$ cat src/rtl/sysaddr_drive.sv
module sysaddr_drive (
  input  logic        clk,
  input  logic        rst_n,
  input  logic [2:0]  cyc_type,
  input  logic        wback_n,
  input  logic [2:0]  cpu_hi,
  input  logic [23:0] dma_addr,
  input  logic [7:0]  dma_page,
  input  logic        rfsh_done,
  output logic [7:0]  out_lo,
  output logic        oe_lo,
  output logic [1:0]  out_mid,
  output logic        oe_mid,
  output logic [6:0]  out_body,
  output logic        oe_body,
  output logic [2:0]  out_page,
  output logic        oe_page,
  output logic [3:0]  out_top,
  output logic        oe_top
);
  localparam logic [2:0] CT_CPU  = 3'd0;
  localparam logic [2:0] CT_DMA  = 3'd1;
  localparam logic [2:0] CT_ISAM = 3'd2;
  localparam logic [2:0] CT_HREF = 3'd3;
  localparam logic [2:0] CT_MREF = 3'd4;
  localparam logic [2:0] CT_IDLE = 3'd7;

  logic [2:0] cyc_q;
  logic       snoop_q;
  logic [7:0] rcnt;
  logic       en_lo, en_mid, en_body, en_page, en_top;

  always_ff @(posedge clk) begin
    if (!rst_n) begin
      cyc_q   <= CT_IDLE;
      snoop_q <= 1'b1;
      rcnt    <= 8'h00;
      en_lo   <= 1'b0;
      en_mid  <= 1'b0;
      en_body <= 1'b0;
      en_page <= 1'b0;
      en_top  <= 1'b0;
    end else begin
      cyc_q   <= cyc_type;
      snoop_q <= wback_n;
      if (rfsh_done) rcnt <= rcnt + 8'd1;
      en_lo   <= (cyc_type == CT_DMA) || (cyc_type == CT_HREF) || (cyc_type == CT_MREF);
      en_mid  <= (cyc_type == CT_DMA);
      en_body <= (cyc_type == CT_DMA);
      en_page <= (cyc_type == CT_CPU) || (cyc_type == CT_DMA) || (cyc_type == CT_HREF);
      en_top  <= (cyc_type == CT_DMA);
    end
  end

  logic wb_float;
  logic is_rfsh;
  assign wb_float = !snoop_q && (cyc_q == CT_DMA);
  assign is_rfsh  = (cyc_q == CT_HREF) || (cyc_q == CT_MREF);

  assign oe_lo   = en_lo;
  assign oe_body = en_body;
  assign oe_mid  = en_mid  && !wb_float;
  assign oe_page = en_page && !wb_float;
  assign oe_top  = en_top  && !wb_float;

  logic [2:0] page_src;
  always_comb begin
    case (cyc_q)
      CT_CPU:  page_src = cpu_hi;
      CT_HREF: page_src = dma_page[3:1];
      default: page_src = dma_addr[19:17];
    endcase
  end

  assign out_lo   = oe_lo   ? (is_rfsh ? rcnt : dma_addr[7:0]) : 8'h00;
  assign out_mid  = oe_mid  ? dma_addr[9:8]   : 2'b00;
  assign out_body = oe_body ? dma_addr[16:10] : 7'h00;
  assign out_page = oe_page ? page_src        : 3'b000;
  assign out_top  = oe_top  ? dma_addr[23:20] : 4'h0;


  isa_float_chk: assert property (@(posedge clk) disable iff (!rst_n)
    ($past(rst_n) && $past(cyc_type) == CT_ISAM) |->
      !(oe_lo || oe_mid || oe_body || oe_page || oe_top));


  mref_page_chk: assert property (@(posedge clk) disable iff (!rst_n)
    ($past(rst_n) && $past(cyc_type) == CT_MREF) |-> (oe_lo && !oe_page));


  rcnt_step_chk: assert property (@(posedge clk) disable iff (!rst_n)
    ($past(rst_n) && $past(rfsh_done)) |-> (rcnt == $past(rcnt) + 8'd1));


  rcnt_hold_chk: assert property (@(posedge clk) disable iff (!rst_n)
    ($past(rst_n) && !$past(rfsh_done)) |-> $stable(rcnt));


  wb_float_chk: assert property (@(posedge clk) disable iff (!rst_n)
    ($past(rst_n) && !$past(wback_n) && $past(cyc_type) == CT_DMA) |->
      (!oe_mid && !oe_page && !oe_top && oe_lo && oe_body));


  dma_drive_chk: assert property (@(posedge clk) disable iff (!rst_n)
    ($past(rst_n) && $past(wback_n) && $past(cyc_type) == CT_DMA) |->
      (oe_lo && oe_mid && oe_body && oe_page && oe_top));


  zero_when_off_chk: assert property (@(posedge clk) disable iff (!rst_n)
    (!oe_top |-> out_top == 4'h0) and (!oe_mid |-> out_mid == 2'b00));
endmodule

$ cat config.mk
export PLATFORM = sky130hd
export DESIGN_NAME = sysaddr_drive
export DESIGN_NICKNAME = d
export VERILOG_FILES = /design/src/rtl/sysaddr_drive.sv
export SDC_FILE = /design/constraint.sdc
export NUM_CORES = 1
export LEC_CHECK = 0
export ABC_CLOCK_PERIOD_IN_PS = 1910
export BUFFER_PORTS_ARGS = -buffer_cell sky130_fd_sc_hd__buf_2
export CAP_MARGIN = 20
export CORE_UTILIZATION = 39
export CTS_BUF_LIST = sky130_fd_sc_hd__clkbuf_16
export CTS_CLUSTER_SIZE = 20
export DETAILED_ROUTE_END_ITERATION = 8
export PLACE_DENSITY = 0.79
export SLEW_MARGIN = 20
export SYNTH_ARGS = -nofsm -noshare
export SYNTH_HDL_FRONTEND = slang
export SYNTH_SLANG_ARGS = --single-unit
$ cat constraint.sdc
create_clock -name clk -period 1.91 [get_ports clk]
set_clock_uncertainty 0.15 [all_clocks]
set_input_delay 0.2865 -clock clk [delete_from_list [all_inputs] [get_ports clk]]
set_output_delay 0.2865 -clock clk [all_outputs]
set_load 0.005 [all_outputs]
Yosys cells after proc, flatten, opt, wreduce, memory -nomap -nowiden
Cells that the tools add are included.

Bits in registers: 15. Output and inout port bits: 29. Logic and storage cells: 32. Input bits: 42.

Reductions and logical operators: 12. Mux-type cells: 7. $add $sub $neg: 1. Eq/ne operators: 6.

Operators with widths (number): 2-to-1 mux 8 bit (2); adder 8 x 1 -> 8 bit, second input constant (1); 2-to-1 mux 7 bit (1); equality test 3 x 1 -> 1 bit, second input constant (2); equality test 3 x 2 -> 1 bit, second input constant (2); equality test 3 bit, second input constant (2); zero test 3 bit (2); one-hot mux 3 bit (2 select lines) (1); logical OR 1 bit (5); 2-to-1 mux 4 bit (1); logical AND 1 bit (3); 2-to-1 mux 3 bit (1); zero test 1 bit (2); 2-to-1 mux 2 bit (1).

Longest topological paths before layout
Depth in word-level cells: 5. Depth in mapped cells: 4. Mapped depth without buffers: 4.

Least setup slack after synthesis
No wires, ideal clock.

Kind: register to output. Start point: reg cyc_q[2]. End point: out out_lo[0]. Arrival: 1172 ps. Buffers on the path: 0. Required time: 1474 ps. Setup slack: 301 ps. Stages on the path, launching flop included: 4. Cells stage by stage: dfxtp_1 > and3b_2 > a21oi_4 > mux2i_1.

Cells in the longest elaborated chain, start to end: 4. Elaborated cells on any way between the ends: 5. Classes of those cells: eq/ne: 2; mux: 2; reduce/logical: 1.

RTL lines: start: declaration (line 28) `logic [2:0] cyc_q;`; start signal: assignment (line 44) `cyc_q <= cyc_type;`; equality test 3 x 2 -> 1 bit / equality test 3 bit (equally long branches) (line 58) `assign is_rfsh = (cyc_q == CT_HREF) || (cyc_q == CT_MREF);`; logical OR 1 bit * (line 58); 2-to-1 mux 8 bit * (2 in series) (line 75) `assign out_lo = oe_lo ? (is_rfsh ? rcnt : dma_addr[7:0]) : 8'h00;`; end: declaration (line 10) `output logic [7:0] out_lo,`.

Mark *: on every way between the ends. The rest lies on a longest branch, timed or not.

Worst setup path in the final report
Start point: reg cyc_q[1]. End point: out out_lo[5].

Same word-level chain as after synthesis.

==> results by group <==
Outcome
  – Status: completed

Final layout
  – Core Util, Final: 0.628
  – Nets: 225
  – ANT cells: 0
  – Layout cells sized above 1: 0.448
  – Area grow syn2layout: 52.5%
  – Finished Layout Cells: 209

Clocking
  – Clock root buffer: clkbuf_16
  – CTS Buf Count: 3
  – # hold bufs at CTS: 0
  – Clock Sinks: 15
  – Clock-pin slew on the worst setup and hold paths: 50 ps
  – CTS tree: built
  – H-tree Lvls: 1
  – Worst-Skew Late Latency: 250 ps
  – Max clock buf depth: 2

Timing
  – Final Cycle Share: 0.986
  – F_max: 0.531 GHz
  – Rel. slew slack: 0.648
  – Setup violations, final: 0
  – Worst Max-Slew Pin Slew: 527 ps
  – Max Slew Vio Count: 0
  – Post-layout min period: 1880 ps
  – Final worst slack: 25.9 ps
  – RSZ-0062 raised after global routing: true
  – Hold Violations, Final: 0
  – Final setup TNS: 0 ps

Detailed routing
  – Vias: approximately 1,100
  – First-pass DRT Iterations: 4
  – Post-Route WL: 2.44 mm
  – Routed Antenna Nets: 0
  – Detailed Route Iter0 Violations: 19
  – Drt drc: 0
  – Detailed-route wire length per cell: 11.7 µm
  – Met2 WL: 1.25 mm
  – Top Metal Used: met4
  – WL met3: roughly 260 µm
  – M1 WL: 904 µm
  – Vias/cell: 5.07

Logic synthesis
  – Synthesized-area fraction occupied by xor and xnor cells: 0.0385
  – Number of synthesized flops with an enable pin: 0
  – Yosys top cell by area: dfxtp_1
  – Most common cell in the netlist: nand2_1
  – Post-synth top cells: nand2_1, and2_1, dfxtp_1
  – Top-area cell type share of the netlist area: 0.330
  – Synth Flop Type: dfxtp_1
  – Mapped Cells: 113
  – FF+latch count, synth: 15
  – Post-synthesis mux area share: 0.110
  – Synth area leaders: dfxtp_1, and2_1, mux2i_1, nand2_1, xnor2_1
  – Synth async-reset ratio: 0
  – Syn_nets: 156
  – Largest family of logic cells by synthesized area: simple AND/OR/NAND/NOR gates
  – Synth Area in Simple Gates: 0.368
  – Mapped Area: 911 µm²
  – Compound-Gate Fraction of Synth Area: 0.106
  – Sequential fraction of the synthesis area: 0.330
  – Synth Warn #: 0
  – Mean post-synth cell area: 8.06 µm²
  – Cell variety after synth: 28
  – Synth Area in Adders: 0.0137

Floorplan
  – Die ar.: around 2500 µm²
  – Core Footprint: 2210 µm²
  – DIE HEIGHT: about 50 µm
  – Die W: 50.3 µm
  – Std-Cell Rows: 17
  – Initial Util: 0.412
  – Num ports: 71

GRT
  – Vias in the first global route: 958
  – First-pass GRT wire length: 3.80 mm
  – Total track usage: 0.200
  – Initial antenna violation count: 0
  – Global route overflow: 0
  – Largest net degree at the start of global routing: 18

Critical path
  – Kind of critical path: register to output pin
  – Critical Path RT: around 1500 ps
  – Crit start category: register
  – Crit path DAT: around 1500 ps
  – Critical Path End Type: output pin
  – Crit-path max FO: 8

Power
  – Worst vdd ir: 0.624 mV
  – Total power: 0.884 mW
  – Power per cell area: 637 nW/µm²
  – Leakage: 0.731 nW

Place
  – Place WS: about 170 ps
  – Placed insts: between 200 and 250
  – HPWL Detailed: approximately 1.8 mm
  – Port Buf Inserts: 65
  – Final Wtd Congestion: roughly 0.76

Flow run
  – Max-Cap Viols: 0

Worst hold path
  – Hold crit path type: input pin to register
## per-stage QoR
step	hold WS [ps]	instance area [µm²]
finish	78.2	1390
floorplan	210	911
global placement	318	1250
CTS	79.9	1370
detailed placement	338	1250
global route	76.1	1390
## critical path: stages, from the launching register on
cell and delay, ps:
dfxtp_2 350, and3b_2 250, a21oi_4 140, buf_12 150, mux2i_1 180, buf_2 130
## cell usage in the layout, fill, tap and decap left out, drive strengths merged
cell type and n:
buf 69, nand2 19, and2 17, dfxtp 15, mux2i 10, nand3 5, a21oi 5, nand2b 4
or3 4, nor2b 3, a22oi 3, nand4 3, xnor2 3, o21ai 3, clkbuf 3, a21boi 3
inv 2, nor2 2, nor3 2, nor4b 1, and3b 1, nand3b 1, xor2 1, ha 1
clkinv 1
## path summary, 6_finish.rpt
path / from / slack (ps) / to / cells past startpoint
min reg2reg: rcnt[7] / 350 / rcnt[7] / 2
max reg2reg: rcnt[0] / 500 / rcnt[6] / 4
max: cyc_q[1] / 30 / out_lo[5] / 5
min: wback_n / 80 / snoop_q / 2
## state kept, by name, indices dropped and copies added, names as in the netlist
signal / count
cyc_q: 3
en_page: 1
en_top: 1
oe_lo: 1
rcnt: 8
snoop_q: 1
## repair_timing
| action | CTS | global route |
|---|---|---|
| pin swaps | 0 | 1 |
| buffers inserted | 1 | 2 |
| endpoints found under the setup margin | 11 | 12 |
| gates resized for setup | 3 | 3 |
## cell families after synthesis
group | Yosys count
adder cells (fa/ha/maj) | 1
flip-flops | 15
AND/OR/NAND/NOR | 62
XOR/XNOR | 4
multiplexers | 10
buffers and inverters | 7
AO/OA/AOI/OAI | 14
## report_power, final
part | switching [mW] | internal [mW] | leakage [nW]
Clock | 0.133 | 0.280 | 0.0409
Combinational | 0.0533 | 0.0751 | 0.567
Sequential | 0.0167 | 0.327 | 0.122
## layout make-up
cell class                      instances  area [µm²]
Clock inverter                          1        5.00
Inverter                                2        7.51
Clock buffer                            3        75.1
Fill cell                             196         823
Tap cell                               28        35.0
Timing Repair Buffer                   69         368
Multi-Input combinational cell         91         594
Sequential cell                        15         304
## routing by layer
metal,GRT usage,up-vias
li1,-,519
met1,0.186,482
met2,0.400,55
met3,0.0727,3
met4,0.0556,0
met5,0,-
No activity file was read; power rests on OpenSTA's default activity.
